`src/rtl/ep_bank_pkg.sv`:
```
package ep_bank_pkg;
  typedef enum logic {
    DIR_OUT = 1'b0,
    DIR_IN  = 1'b1
  } ep_dir_e;

  localparam int MAX_BANKS = 3;
endpackage

```
`src/rtl/ep_bank_store.sv`:
```
module ep_bank_store #(
  parameter int NUM_BANKS  = 2,
  parameter int BANK_BYTES = 8,
  parameter int DATA_W     = 8,
  localparam int PW = (NUM_BANKS > 1) ? $clog2(NUM_BANKS) : 1,
  localparam int CW = $clog2(BANK_BYTES + 1),
  localparam int IW = (BANK_BYTES > 1) ? $clog2(BANK_BYTES) : 1
) (
  input  logic              clk_i,
  input  logic              rst_ni,
  input  logic              wr_ok_i,
  input  logic [PW-1:0]     wr_bank_i,
  input  logic [DATA_W-1:0] wr_data_i,
  input  logic              rd_ok_i,
  input  logic              rel_i,
  input  logic [PW-1:0]     rd_bank_i,
  output logic [CW-1:0]     fill_cnt_o,
  output logic [CW-1:0]     drain_cnt_o,
  output logic [CW-1:0]     rd_idx_o,
  output logic [DATA_W-1:0] rd_data_o
);
  logic [DATA_W-1:0] mem_q [NUM_BANKS][BANK_BYTES];
  logic [CW-1:0]     cnt_q [NUM_BANKS];
  logic [CW-1:0]     rd_idx_q;

  for (genvar b = 0; b < NUM_BANKS; b++) begin : g_bank
    always_ff @(posedge clk_i or negedge rst_ni) begin
      if (!rst_ni)                               cnt_q[b] <= '0;
      else if (rel_i && rd_bank_i == PW'(b))     cnt_q[b] <= '0;
      else if (wr_ok_i && wr_bank_i == PW'(b))   cnt_q[b] <= cnt_q[b] + 1'b1;
    end
  end

  // data array carries no reset
  always_ff @(posedge clk_i) begin
    if (wr_ok_i) mem_q[wr_bank_i][cnt_q[wr_bank_i][IW-1:0]] <= wr_data_i;
  end

  always_ff @(posedge clk_i or negedge rst_ni) begin
    if (!rst_ni)      rd_idx_q <= '0;
    else if (rel_i)   rd_idx_q <= '0;
    else if (rd_ok_i) rd_idx_q <= rd_idx_q + 1'b1;
  end

  assign fill_cnt_o  = cnt_q[wr_bank_i];
  assign drain_cnt_o = cnt_q[rd_bank_i];
  assign rd_idx_o    = rd_idx_q;
  assign rd_data_o   = mem_q[rd_bank_i][rd_idx_q[IW-1:0]];
endmodule

```
`src/rtl/ep_bank_flags.sv`:
```
module ep_bank_flags #(
  parameter int NUM_BANKS = 2,
  localparam int PW = (NUM_BANKS > 1) ? $clog2(NUM_BANKS) : 1
) (
  input  logic                 clk_i,
  input  logic                 rst_ni,
  input  logic                 commit_i,
  input  logic                 release_i,
  output logic [NUM_BANKS-1:0] rdy_o,
  output logic [PW-1:0]        fill_ptr_o,
  output logic [PW-1:0]        drain_ptr_o
);
  logic [NUM_BANKS-1:0] rdy_q, rdy_d;
  logic [PW-1:0]        fill_q, drain_q;

  function automatic logic [PW-1:0] ptr_next(input logic [PW-1:0] p);
    return (p == PW'(NUM_BANKS - 1)) ? '0 : p + 1'b1;
  endfunction

  // commit needs a free fill bank, release a ready drain bank: never the same bank
  always_comb begin
    rdy_d = rdy_q;
    if (commit_i)  rdy_d[fill_q]  = 1'b1;
    if (release_i) rdy_d[drain_q] = 1'b0;
  end

  always_ff @(posedge clk_i or negedge rst_ni) begin
    if (!rst_ni) begin
      rdy_q   <= '0;
      fill_q  <= '0;
      drain_q <= '0;
    end else begin
      rdy_q <= rdy_d;
      if (commit_i)  fill_q  <= ptr_next(fill_q);
      if (release_i) drain_q <= ptr_next(drain_q);
    end
  end

  assign rdy_o       = rdy_q;
  assign fill_ptr_o  = fill_q;
  assign drain_ptr_o = drain_q;
endmodule

```
`src/rtl/ep_dma_gate.sv`:
```
module ep_dma_gate #(
  parameter int NUM_SRC = 4
) (
  input  logic               req_raw_i,
  input  logic               intdis_i,
  input  logic [NUM_SRC-1:0] src_i,
  input  logic [NUM_SRC-1:0] en_i,
  output logic               req_o
);
  logic irq_live;
  assign irq_live = |(src_i & en_i);
  assign req_o    = req_raw_i & ~(intdis_i & irq_live);
endmodule

```
`src/rtl/ep_bank_ctrl.sv`:
```
module ep_bank_ctrl
  import ep_bank_pkg::*;
#(
  parameter int NUM_BANKS  = 2,
  parameter int BANK_BYTES = 8,
  parameter int DATA_W     = 8,
  parameter int NUM_SRC    = 4,
  parameter int EP_INDEX   = 0,
  localparam int PW = (NUM_BANKS > 1) ? $clog2(NUM_BANKS) : 1,
  localparam int CW = $clog2(BANK_BYTES + 1),
  localparam int BW = $clog2(NUM_BANKS + 1)
) (
  input  logic                 clk_i,
  input  logic                 rst_ni,
  input  logic                 en_wr_i,
  input  logic                 en_val_i,
  output logic                 ep_en_o,
  input  logic                 dir_in_i,
  input  logic                 ctrl_type_i,
  input  logic                 auto_val_i,
  input  logic                 eob_en_i,
  input  logic                 intdis_dma_i,
  input  logic                 wr_en_i,
  input  logic [DATA_W-1:0]    wr_data_i,
  input  logic                 wr_end_i,
  input  logic                 sw_commit_i,
  input  logic                 sw_release_i,
  input  logic                 rd_en_i,
  output logic [DATA_W-1:0]    rd_data_o,
  output logic [CW-1:0]        rd_len_o,
  output logic                 rd_rdy_o,
  input  logic                 bus_done_i,
  input  logic                 dma_eob_i,
  input  logic [NUM_SRC-1:0]   irq_src_i,
  input  logic [NUM_SRC-1:0]   irq_en_i,
  output logic                 dma_req_o,
  output logic                 ovf_o,
  output logic [NUM_BANKS-1:0] bank_rdy_o,
  output logic [PW-1:0]        fill_ptr_o,
  output logic [PW-1:0]        drain_ptr_o,
  output logic [BW-1:0]        busy_o
);
  ep_dir_e              dir;
  logic                 ep_en_q, ovf_q;
  logic                 auto_eff, fill_free, fill_room, drain_rdy;
  logic                 wr_ok, rd_ok, eob_hit, fill_last, rd_last;
  logic                 commit, release_b, req_raw;
  logic [NUM_BANKS-1:0] rdy;
  logic [PW-1:0]        fill_ptr, drain_ptr;
  logic [CW-1:0]        fill_cnt, drain_cnt, rd_idx;

  assign dir = ep_dir_e'(dir_in_i);

  always_ff @(posedge clk_i or negedge rst_ni) begin
    if (!rst_ni)      ep_en_q <= (EP_INDEX == 0);
    else if (en_wr_i) ep_en_q <= en_val_i;
  end

  // control endpoints never auto-validate
  assign auto_eff  = auto_val_i & ~ctrl_type_i;
  assign fill_free = ~rdy[fill_ptr];
  assign fill_room = fill_cnt < CW'(BANK_BYTES);
  assign drain_rdy = rdy[drain_ptr];

  assign wr_ok     = ep_en_q & wr_en_i & fill_free & fill_room;
  assign rd_ok     = ep_en_q & rd_en_i & drain_rdy & (rd_idx < drain_cnt);
  assign eob_hit   = ep_en_q & dma_eob_i & eob_en_i & auto_eff;
  assign fill_last = wr_ok & (fill_cnt == CW'(BANK_BYTES - 1));
  assign rd_last   = rd_ok & (rd_idx == drain_cnt - 1'b1);

  always_comb begin
    commit    = 1'b0;
    release_b = 1'b0;
    if (ep_en_q) begin
      if (dir == DIR_IN) begin
        commit    = fill_free & (sw_commit_i | (auto_eff & fill_last) | eob_hit);
        release_b = drain_rdy & bus_done_i;
      end else begin
        commit    = fill_free & wr_end_i;
        release_b = drain_rdy & (sw_release_i | (auto_eff & rd_last) | eob_hit);
      end
    end
  end

  always_ff @(posedge clk_i or negedge rst_ni) begin
    if (!rst_ni) ovf_q <= 1'b0;
    else         ovf_q <= ep_en_q & wr_en_i & ~wr_ok;
  end

  ep_bank_store #(
    .NUM_BANKS (NUM_BANKS),
    .BANK_BYTES(BANK_BYTES),
    .DATA_W    (DATA_W)
  ) u_store (
    .clk_i      (clk_i),
    .rst_ni     (rst_ni),
    .wr_ok_i    (wr_ok),
    .wr_bank_i  (fill_ptr),
    .wr_data_i  (wr_data_i),
    .rd_ok_i    (rd_ok),
    .rel_i      (release_b),
    .rd_bank_i  (drain_ptr),
    .fill_cnt_o (fill_cnt),
    .drain_cnt_o(drain_cnt),
    .rd_idx_o   (rd_idx),
    .rd_data_o  (rd_data_o)
  );

  ep_bank_flags #(
    .NUM_BANKS(NUM_BANKS)
  ) u_flags (
    .clk_i      (clk_i),
    .rst_ni     (rst_ni),
    .commit_i   (commit),
    .release_i  (release_b),
    .rdy_o      (rdy),
    .fill_ptr_o (fill_ptr),
    .drain_ptr_o(drain_ptr)
  );

  assign req_raw = ep_en_q & ((dir == DIR_IN) ? fill_free : drain_rdy);

  ep_dma_gate #(
    .NUM_SRC(NUM_SRC)
  ) u_gate (
    .req_raw_i(req_raw),
    .intdis_i (intdis_dma_i),
    .src_i    (irq_src_i),
    .en_i     (irq_en_i),
    .req_o    (dma_req_o)
  );

  assign ep_en_o     = ep_en_q;
  assign ovf_o       = ovf_q;
  assign bank_rdy_o  = rdy;
  assign fill_ptr_o  = fill_ptr;
  assign drain_ptr_o = drain_ptr;
  assign rd_len_o    = drain_cnt;
  assign rd_rdy_o    = drain_rdy;
  assign busy_o      = BW'($countones(rdy));
endmodule

```
`config.mk`:
```
export PLATFORM = sky130hd
export DESIGN_NAME = ep_bank_ctrl
export DESIGN_NICKNAME = d
export VERILOG_FILES = /design/src/rtl/ep_bank_pkg.sv /design/src/rtl/ep_bank_store.sv /design/src/rtl/ep_bank_flags.sv /design/src/rtl/ep_dma_gate.sv /design/src/rtl/ep_bank_ctrl.sv
export SDC_FILE = /design/constraint.sdc
export NUM_CORES = 1
export LEC_CHECK = 0
export CORE_AREA = 2 2 156 143
export DETAILED_ROUTE_END_ITERATION = 16
export DIE_AREA = 0 0 158 145
export PLACE_DENSITY = 0.5
export SLEW_MARGIN = 0
export SYNTH_ARGS = -nofsm -noshare
export SYNTH_HDL_FRONTEND = slang
export SYNTH_HIERARCHICAL = 1
export SYNTH_SLANG_ARGS = --single-unit
```
`constraint.sdc`:
```
create_clock -name clk_i -period 3.65 [get_ports clk_i]
set_input_delay 0.73 -clock clk_i [delete_from_list [all_inputs] [get_ports clk_i]]
set_output_delay 0.73 -clock clk_i [all_outputs]
set_load 0.01 [all_outputs]
```
# Word level (Yosys, flattened, before mapping)
# Memory sizes are Yosys's and may differ from the RTL's.
# Index checks and enable logic that the tools add are counted.
# word_totals
out_inout_bits	22
reg_bits	18
ram_bits	128
elab_cells	116
input_bits	32
n_memories	1
# op_classes
n_addsub	7
n_bitwise	40
n_reduce_logical	11
n_eq_ne	2
order_cmp	11
n_mux	36
# mem_list
name	words	width	read_ports	rd_ports_with_merged_regs	write_ports	line	rtl
u_store.mem_q	2	64	1	0	1	ep_bank_store.sv:22	logic [DATA_W-1:0] mem_q [NUM_BANKS][BANK_BYTES];
# ops
operator	n
2-to-1 mux 64 bit	1
2-to-1 mux 4 bit	12
binary-select mux 8 bit (select 3 bit)	1
demux 8 bit (select 3 bit)	1
2-to-1 mux 8 bit	3
bitwise AND 1 bit	22
2-to-1 mux 1 bit	14
adder 4 x 1 -> 4 bit, second input constant	3
>= comparator 4 bit, second input constant	2
NOT 3 -> 4 bit	2
logical AND 1 bit	7
NOT 1 bit	6
nonzero test 2 bit	3
bitwise AND 4 bit	1
equality test 4 x 3 -> 1 bit, second input constant	1
equality test 4 bit	1
>= comparator 2 bit, second input constant	2
less-than comparator 1 x 2 -> 1 bit, second input constant	2
less-than comparator 4 x 1 -> 1 bit, second input constant	1
less-than comparator 4 bit	1
less-than comparator 4 bit, second input constant	1
2-to-1 mux 2 bit	2
NOT 1 -> 2 bit	2
bitwise OR 1 bit	4
9 further kinds	12

# Longest topological paths before layout
# Gate-level depths: netlist (run 1).
# logic_depth
depth_word	16
ltp_mapped	13
ltp_nobuf	10

# By module
# The synthesis (run 1) kept the hierarchy.
# modules_own_cells
module	area_per_inst_um2	cells_per_inst	seq_area_each_um2	instances
ep_bank_store	5695.5	292	4144.0	1
ep_bank_ctrl	410.4	51	51.3	1
ep_bank_flags	152.6	11	100.1	1
ep_dma_gate	30.0	4	0.0	1

# Least setup slack after synthesis (run 1)
# OpenSTA, ideal clock, no wires.
# synth_timing
kind	flip-flop to flip-flop
startpoint	register u_flags.drain_q, in the netlist u_flags/drain_ptr_o
endpoint	register u_store/cnt_q[7] (netlist name)
required_time_ns	3.525
path_slack_ns	0.487
t_arrival_ns	3.039
setup_time_ns	0.125
period_less_slack_ns	3.163
path_stages_with_launch	14
n_path_buf	3
cell_sequence	dfrtp_1 -> buf_6 -> buf_2 -> mux2_2 -> inv_1 -> ha_1 -> nor2b_1 -> o211ai_1 -> nand4_1 -> o21ai_1 -> clkbuf_1 -> nor2b_1 -> nor2b_1 -> mux2_2
# synth_via
elab_chain_len	15
elab_cells_between_ends	23
classes_between	add/sub (1); order compare (1); eq/ne (1); mux (8); bitwise (10); reduce/logical (2)
# synth_rtl
element	line	rtl
start: declaration	ep_bank_flags.sv:14	logic [PW-1:0] fill_q, drain_q;
start signal: assignment	ep_bank_flags.sv:35	if (release_i) drain_q <= ptr_next(drain_q);
NOT 1 -> 2 bit (not written as such) (*)	ep_bank_store.sv:46	assign drain_cnt_o = cnt_q[rd_bank_i];
2-to-1 mux 4 bit (not written as such) (*) (3 in series)	ep_bank_store.sv:46	
named net rd_len_o[1]	ep_bank_ctrl.sv:30	output logic [CW-1:0] rd_len_o,
subtractor 4 x 1 -> 4 bit / less-than comparator 4 bit (equally long branches)	ep_bank_ctrl.sv:69, ep_bank_ctrl.sv:66	
equality test 4 bit / bitwise AND 1 bit (equally long branches)	ep_bank_ctrl.sv:69, ep_bank_ctrl.sv:66	
bitwise AND 1 bit (*)	ep_bank_ctrl.sv:69	assign rd_last = rd_ok & (rd_idx == drain_cnt - 1'b1);
bitwise AND 1 bit (*)	ep_bank_ctrl.sv:80	release_b = drain_rdy & (sw_release_i | (auto_eff & rd_last) | eob_hit);
bitwise OR 1 bit (*) (2 in series)	ep_bank_ctrl.sv:80	
bitwise AND 1 bit (*)	ep_bank_ctrl.sv:80	
2-to-1 mux 1 bit (*)	ep_bank_ctrl.sv:75	if (dir == DIR_IN) begin
2-to-1 mux 1 bit (*)	ep_bank_ctrl.sv:74	if (ep_en_q) begin
named net release_b	ep_bank_ctrl.sv:47	logic commit, release_b, req_raw;
logical AND 1 bit (*)	ep_bank_store.sv:29	else if (rel_i && rd_bank_i == PW'(b)) cnt_q[b] <= '0;
2-to-1 mux 4 bit / nonzero test 2 bit (equally long branches)	-	
end signal: indexed assignment	ep_bank_store.sv:30	else if (wr_ok_i && wr_bank_i == PW'(b)) cnt_q[b] <= cnt_q[b] + 1'b1;
end: declaration	ep_bank_store.sv:23	logic [CW-1:0] cnt_q [NUM_BANKS];
# Mark *: on every way through the listed nets, which the timed path passes. The rest lies on a longest branch. The select of a mux whose other input is x is not followed.
# A chain may end at the register's enable or synchronous reset.

# Final worst setup path (run 1)
# layout_timing
startpoint	register u_flags.drain_q, in the netlist u_flags/drain_ptr_o
endpoint	output port rd_data_o[5]
# layout_via
elab_chain_len	4
# layout_rtl
element	line	rtl
memory read (2 x 64 bit)	-	
binary-select mux 8 bit (select 3 bit)	ep_bank_store.sv:48	assign rd_data_o = mem_q[rd_bank_i][rd_idx_q[IW-1:0]];
2-to-1 mux 8 bit (not written as such) (2 in series)	ep_bank_store.sv:48	
end: declaration	ep_bank_ctrl.sv:29	output logic [DATA_W-1:0] rd_data_o,
# Every way passes these cells. The select of a mux whose other input is x is not followed.

==> results.sh, run 1 <==
export IMPL_gp_congestion=0.7006
export IMPL_slew_violations=0
export IMPL_synth_edff_count=128
export IMPL_synth_seq_cells=146
export IMPL_hold_viol=0
export IMPL_dr_total_vias=3472
export IMPL_vias_per_cell=4.698
export IMPL_wl_um=13370
export IMPL_p_switching_mw=1.576
export IMPL_multi_input_area_um2=1864
export IMPL_cts_setup_buffers=0
export IMPL_syn_nets=399
export IMPL_critPathMaxStageDelay_ns=0.59
export IMPL_antenna_found_initial=0
export IMPL_die_w_um=158
export IMPL_grt_pass1_wl_um=21210
export IMPL_start_util=0.2951
export IMPL_end_kind="output pin"
export IMPL_worstPathCellList="buf_4 -> mux4_2 -> a22oi_1 -> nand2_1 -> clkdlybuf4s50_1"
export IMPL_tightest_slew_ns=0.8977
export IMPL_dr_pass1_iters=4
export IMPL_wl_per_cell_um=18.09
export IMPL_grt_max_degree=33
export IMPL_syn_avg_cell_area_um2=17.57
export IMPL_topRoutingLayerUsed="met4"
export IMPL_place_area_um2=7272
export IMPL_critPathMaxFanout=19
export IMPL_grt_pass1_vias=3806
export IMPL_ys_seq_area_frac=0.6830
export IMPL_die_area_um2=22910
export IMPL_required_ns=2.92
export IMPL_drt_initial_drc_count=265
export IMPL_ioPinCount=54
export IMPL_final_common_cell="edfxtp_1"
export IMPL_layout_common_cells="edfxtp_1 (128), clkdlybuf4s50_1 (53), nor2_1 (24)"
export IMPL_nets=476
export IMPL_die_height_um=145
export IMPL_syn_cell_area_um2=6289
export IMPL_m1WireLength_um=6242
export IMPL_p_int_mw=3.803
export IMPL_synth_ff_type="edfxtp_1"
export IMPL_cts_buffers=17
export IMPL_final_cell_area_um2=7858
export IMPL_critPathBufInv=2
export IMPL_p_clk_frac=0.316
export IMPL_setup_viol=0
export IMPL_cts_root_buf="clkbuf_16"
export IMPL_clock_latency_ns=0.42
export IMPL_cp_start_kind="register"
export IMPL_min_period_ns=3.461
export IMPL_final_util=0.3687
export IMPL_gr_total_overflow=0
export IMPL_drv_cap=0
export IMPL_p_per_area_nw_per_um2=684.5
export IMPL_rows=51
export IMPL_antenna_cells=0
export IMPL_cts_htree_levels=4
export IMPL_p_seq_frac=0.388
export IMPL_totalPowerFinal_mw=5.379
export IMPL_syn_inst=358
export IMPL_ys_warnings_count=6
export IMPL_worstHoldPathType="register to register"
export IMPL_fillerInstances=2008
export IMPL_drive_gt1_frac=0.1964
export IMPL_dp_slack_ns=0.4787
export IMPL_worst_path_dominant_cell_family="buffers and inverters"
export IMPL_rsz0062_at_grt="false"
export IMPL_cts_reportedPaths_clkPinSlew_ns=0.06
export IMPL_irDropWorstVdd_mv=0.2875
export IMPL_ys_types=48
export IMPL_cts_tree="built"
export IMPL_detail_route_antenna_nets=0
export IMPL_clock_sinks=146
export IMPL_fin_crit_sh=0.9482
export IMPL_wl_met2_um=6468
export IMPL_power_frac_comb=0.296
export IMPL_cellLeakagePower_nw=2.705
export IMPL_seq_area_um2=4299
export IMPL_synthArstFlopShare=0.1233
export IMPL_io_buffers=53
export IMPL_worst_slack_ns=0.1890
export IMPL_grt_use_total=0.1244
export IMPL_area_growth_pct=24.95
export IMPL_hpwlAfterDp_um=8907
export IMPL_fp_coreArea_um2=21310
export IMPL_max_freq_ghz=0.2889
export IMPL_relSlewSlack=0.3996
export IMPL_clk_path_buf_depth=2
export IMPL_drc=0
export IMPL_met3WireLength_um=543
export IMPL_tns_ns=0
export IMPL_switching_share=0.2929
export IMPL_slowest_stage="dfrtp_4"
export IMPL_fin_skew_ns=0.006518
export IMPL_path_class="register to output pin"
export IMPL_outcome="finished, final reports clean"
export IMPL_cp_arrival_ns=2.73
==> metrics by stage <==
stage | hold slack [ns] | instances
final | 0.5698 | 739
after global routing | 0.6410 | 739
after CTS | 0.5714 | 739
after detailed placement | 0.5609 | 707
after global placement | 0.5541 | 707
after floorplan | 0.4344 | 358
==> area by class of cell <==
cell class                      instances  area share
Clock buffer                           18     0.05462
Clock inverter                         14     0.01959
Inverter                                9    0.004299
Multi-Input combinational cell        187      0.2373
Sequential cell                       146      0.5471
Tap cell                              291     0.04634
Timing Repair Buffer                   74     0.09076
==> logic make-up after synthesis <==
family,after synthesis,synth area share
flops,146,0.6830
simple gates,80,0.06765
mux,46,0.1480
compound gates,40,0.04616
buf+inv,25,0.02049
xor+xnor,12,0.01671
fa+ha+maj,9,0.01791
==> power groups by stage <==
stage,clock network (mW),registers (mW),logic (mW)
6_report,1.70,2.09,1.59
2_1_floorplan,0,2.06,1.06
3_3_place_gp,0,2.11,1.61
5_1_grt,1.81,2.12,1.75
3_5_place_dp,0,2.12,1.62
4_1_cts,1.74,2.09,1.63
==> per-layer routing <==
| layer | vias to the layer above | track usage |
|---|---|---|
| li1 | 1593 | - |
| met1 | 1791 | 0.1669 |
| met2 | 78 | 0.1950 |
| met3 | 10 | 0.03973 |
| met4 | 0 | 0.03288 |
| met5 | - | 0 |
==> synth_stat cells (2+ instances only) <==
cell type	number	area, um2
o21ai_0	6	30.03
nor2b_1	8	50.05
mux4_1	14	367.9
nand3_1	3	15.01
nor2_1	24	90.09
nor3_1	6	30.03
edfxtp_1	128	3844
nor3b_1	3	22.52
a22oi_1	18	135.1
and4b_1	2	20.02
mux4_2	18	405.4
mux2_2	10	112.6
and3b_1	3	26.28
inv_1	9	33.78
buf_6	3	33.78
a21oi_1	6	30.03
clkbuf_1	4	15.01
ha_1	9	112.6
nand2_1	16	60.06
xnor2_1	4	35.03
buf_2	7	35.03
nand4_1	3	18.77
dfrtp_1	17	425.4
and2_1	2	12.51
xor2_1	8	70.07
mux2i_1	3	30.03
nand2b_1	3	18.77
==> worst min-delay path: stages (launching register included) <==
cell	delay [ns]
dfstp_2	0.40
inv_1	0.07
o21ai_0	0.09
==> worst paths after layout <==
path,end,slack (ns),cells past startpoint,startpoint
max,rd_data_o[5],0.19,5,u_flags/drain_ptr_o
min,ep_en_o,0.57,2,ep_en_o
max reg2reg,u_store/cnt_q[7],0.79,10,u_flags/drain_ptr_o
min reg2reg,ep_en_o,0.57,2,ep_en_o
max in group asynchronous,u_flags/drain_ptr_o,2.18,1,rst_ni
min in group asynchronous,u_store/cnt_q[1],0.82,1,rst_ni
==> flip-flops by register name, summed over array words and instances, names as in the netlist <==
register,count
ep_en_o,1
u_flags/fill_ptr_o,1
u_store/cnt_q,8
u_store/mem_q,128
ovf_o,1
u_store/rd_idx_o,4
u_flags/rdy_o,2
u_flags/drain_ptr_o,1
==> timing repair <==
action | 4_1_cts | 5_1_grt
endpoints found under the setup margin | 0 | 5
hold buffers | 0 | 0
gates resized for setup | 0 | 1
Note: power is estimated with default switching activity, not from simulation.
==> inputs of run 2 (changes only) <==
--- a/config.mk
+++ b/config.mk
@@ -5,9 +5,9 @@
 export SDC_FILE = /design/constraint.sdc
 export NUM_CORES = 1
 export LEC_CHECK = 0
-export CORE_AREA = 2 2 156 143
+export CORE_AREA = 8 8 162 149
 export DETAILED_ROUTE_END_ITERATION = 16
-export DIE_AREA = 0 0 158 145
+export DIE_AREA = 0 0 170 157
 export PLACE_DENSITY = 0.5
 export SLEW_MARGIN = 0
 export SYNTH_ARGS = -nofsm -noshare
==> run 2 against run 1 <==
Net effect: combinational power grew 3%; setup slack gained 0.034 ns; maximum frequency grew 0.99%; global-route usage shrank 1.2 points; largest cell class unchanged.
==> results.sh, run 2 (synthesis gave the netlist of run 1 again) <==
export IMPL_p_per_area_nw_per_um2=681.3
export IMPL_cp_arrival_ns=2.70
export IMPL_final_common_cell="edfxtp_1"
export IMPL_totalPowerFinal_mw=5.352
export IMPL_end_kind="output pin"
export IMPL_antenna_cells=0
export IMPL_start_util=0.2951
export IMPL_hpwlAfterDp_um=9487
export IMPL_dr_total_vias=3474
export IMPL_clk_path_buf_depth=2
export IMPL_wl_um=14200
export IMPL_die_w_um=170
export IMPL_fin_crit_sh=0.9389
export IMPL_hold_buffers=0
export IMPL_clock_sinks=146
export IMPL_seq_area_um2=4299
export IMPL_area_growth_pct=24.93
export IMPL_cts_reportedPaths_clkPinSlew_ns=0.06
export IMPL_dr_pass1_iters=4
export IMPL_cts_htree_levels=4
export IMPL_drc=0
export IMPL_grt_use_total=0.1126
export IMPL_critPathMaxStageDelay_ns=0.58
export IMPL_multi_input_area_um2=1864
export IMPL_fp_coreArea_um2=21310
export IMPL_wl_per_cell_um=19.14
export IMPL_path_class="register to output pin"
export IMPL_die_area_um2=26690
export IMPL_tns_ns=0
export IMPL_placedCellCount=709
export IMPL_ioPinCount=54
export IMPL_nets=479
export IMPL_clock_latency_ns=0.42
export IMPL_cts_buffers=17
export IMPL_grt_met1_usage=0.1456
export IMPL_vias_per_cell=4.682
export IMPL_drive_gt1_frac=0.1973
export IMPL_min_period_ns=3.427
export IMPL_hold_viol=0
export IMPL_layout_common_cells="edfxtp_1 (128), clkdlybuf4s50_1 (53), nor2_1 (24)"
export IMPL_slowest_stage="mux4_1"
export IMPL_grt_pass1_wl_um=22120
export IMPL_cts_tree="built"
export IMPL_antenna_found_initial=0
export IMPL_grt_pass1_vias=3744
export IMPL_outcome="finished, final reports clean"
export IMPL_rsz0062_at_grt="false"
export IMPL_die_height_um=157
export IMPL_grt_max_degree=33
export IMPL_required_ns=2.92
export IMPL_fin_skew_ns=0.009335
export IMPL_layout_cells_non_filler=742
export IMPL_drv_cap=0
export IMPL_gp_congestion=0.7037
export IMPL_slew_violations=0
export IMPL_setup_viol=0
export IMPL_drt_initial_drc_count=198
export IMPL_rows=51
export IMPL_max_freq_ghz=0.2918
export IMPL_fillerInstances=2024
export IMPL_detail_route_antenna_nets=0
export IMPL_critPathMaxFanout=12
export IMPL_grt_use_met3=0.04031
export IMPL_largest_reg_flops=128
export IMPL_io_buffers=53
export IMPL_grt_busiest_layer="met2"
export IMPL_irDropWorstVdd_mv=0.2607
export IMPL_worstPathCellList="buf_4 -> mux4_1 -> a22oi_1 -> nand2_1 -> clkdlybuf4s50_1"
export IMPL_relSlewSlack=0.4005
export IMPL_cellLeakagePower_nw=2.711
export IMPL_tightest_slew_ns=0.8964
export IMPL_grtUsageMet2=0.1763
export IMPL_cts_root_buf="clkbuf_16"
export IMPL_worstHoldPathType="register to register"
export IMPL_cp_start_kind="register"
export IMPL_gr_total_overflow=0
-- run 2: repair_timing --
action	4_1_cts	5_1_grt
setup buffers	0	1
cloned	0	0
resized for setup	1	0
hold endpoints to repair	0	0
setup endpoints to repair	1	1
-- run 2: metal layers --
metal,wire [um],vias up
met5,0,-
met4,44,0
met3,894,4
met2,6638,108
met1,6626,1760
li1,-,1602
-- run 2: where the power goes --
group	leakage (nW)	internal (mW)	switching, mW	total [mW]
Clock	0.269	0.942	0.693	1.63
Sequential	1.38	1.92	0.163	2.09
Combinational	1.06	0.878	0.753	1.63
Total	2.71	3.74	1.61	5.35
-- run 2: area by class of cell --
type,count,share of cell area
Clock buffer,17,0.05415
Clock inverter,15,0.01704
Inverter,9,0.004300
Multi-Input combinational cell,187,0.2373
Sequential cell,146,0.5472
Tap cell,291,0.04634
Timing Repair Buffer,77,0.09365
-- run 2: final timing paths --
path	from	to	slack (ns)	cells past startpoint
worst max-delay path	u_flags/drain_ptr_o	rd_data_o[0]	0.22	5
worst min-delay path	ep_en_o	ep_en_o	0.57	2
worst max register to register	u_flags/drain_ptr_o	u_store/cnt_q[7]	0.87	10
worst min register to register	ep_en_o	ep_en_o	0.57	2
max in group asynchronous	rst_ni	u_flags/drain_ptr_o	2.19	1
min in group asynchronous	rst_ni	u_store/rd_idx_o[3]	0.81	1
-- run 2: worst max-delay path, delay by kind of cell, from the launching register on --
kind	cells	cell delay [ns]
AOI/OAI and AO/OA	1	0.29
buffers and inverters	2	0.74
DFF	1	0.57
muxes	1	0.58
and+or+nand+nor	1	0.08
-- run 2: through the flow --
stage / cell area [um2] / hold slack, ns / utilization / setup WS, ns
global route: 7856 / 0.6155 / 0.3686 / 0.06175
global placement: 7287 / 0.5602 / 0.3419 / 0.4625
detailed placement: 7287 / 0.5791 / 0.3419 / 0.3982
finish: 7856 / 0.5717 / 0.3686 / 0.2229
CTS: 7849 / 0.5911 / 0.3683 / 0.06524
floorplan: 6289 / 0.4344 / - / 0.4865
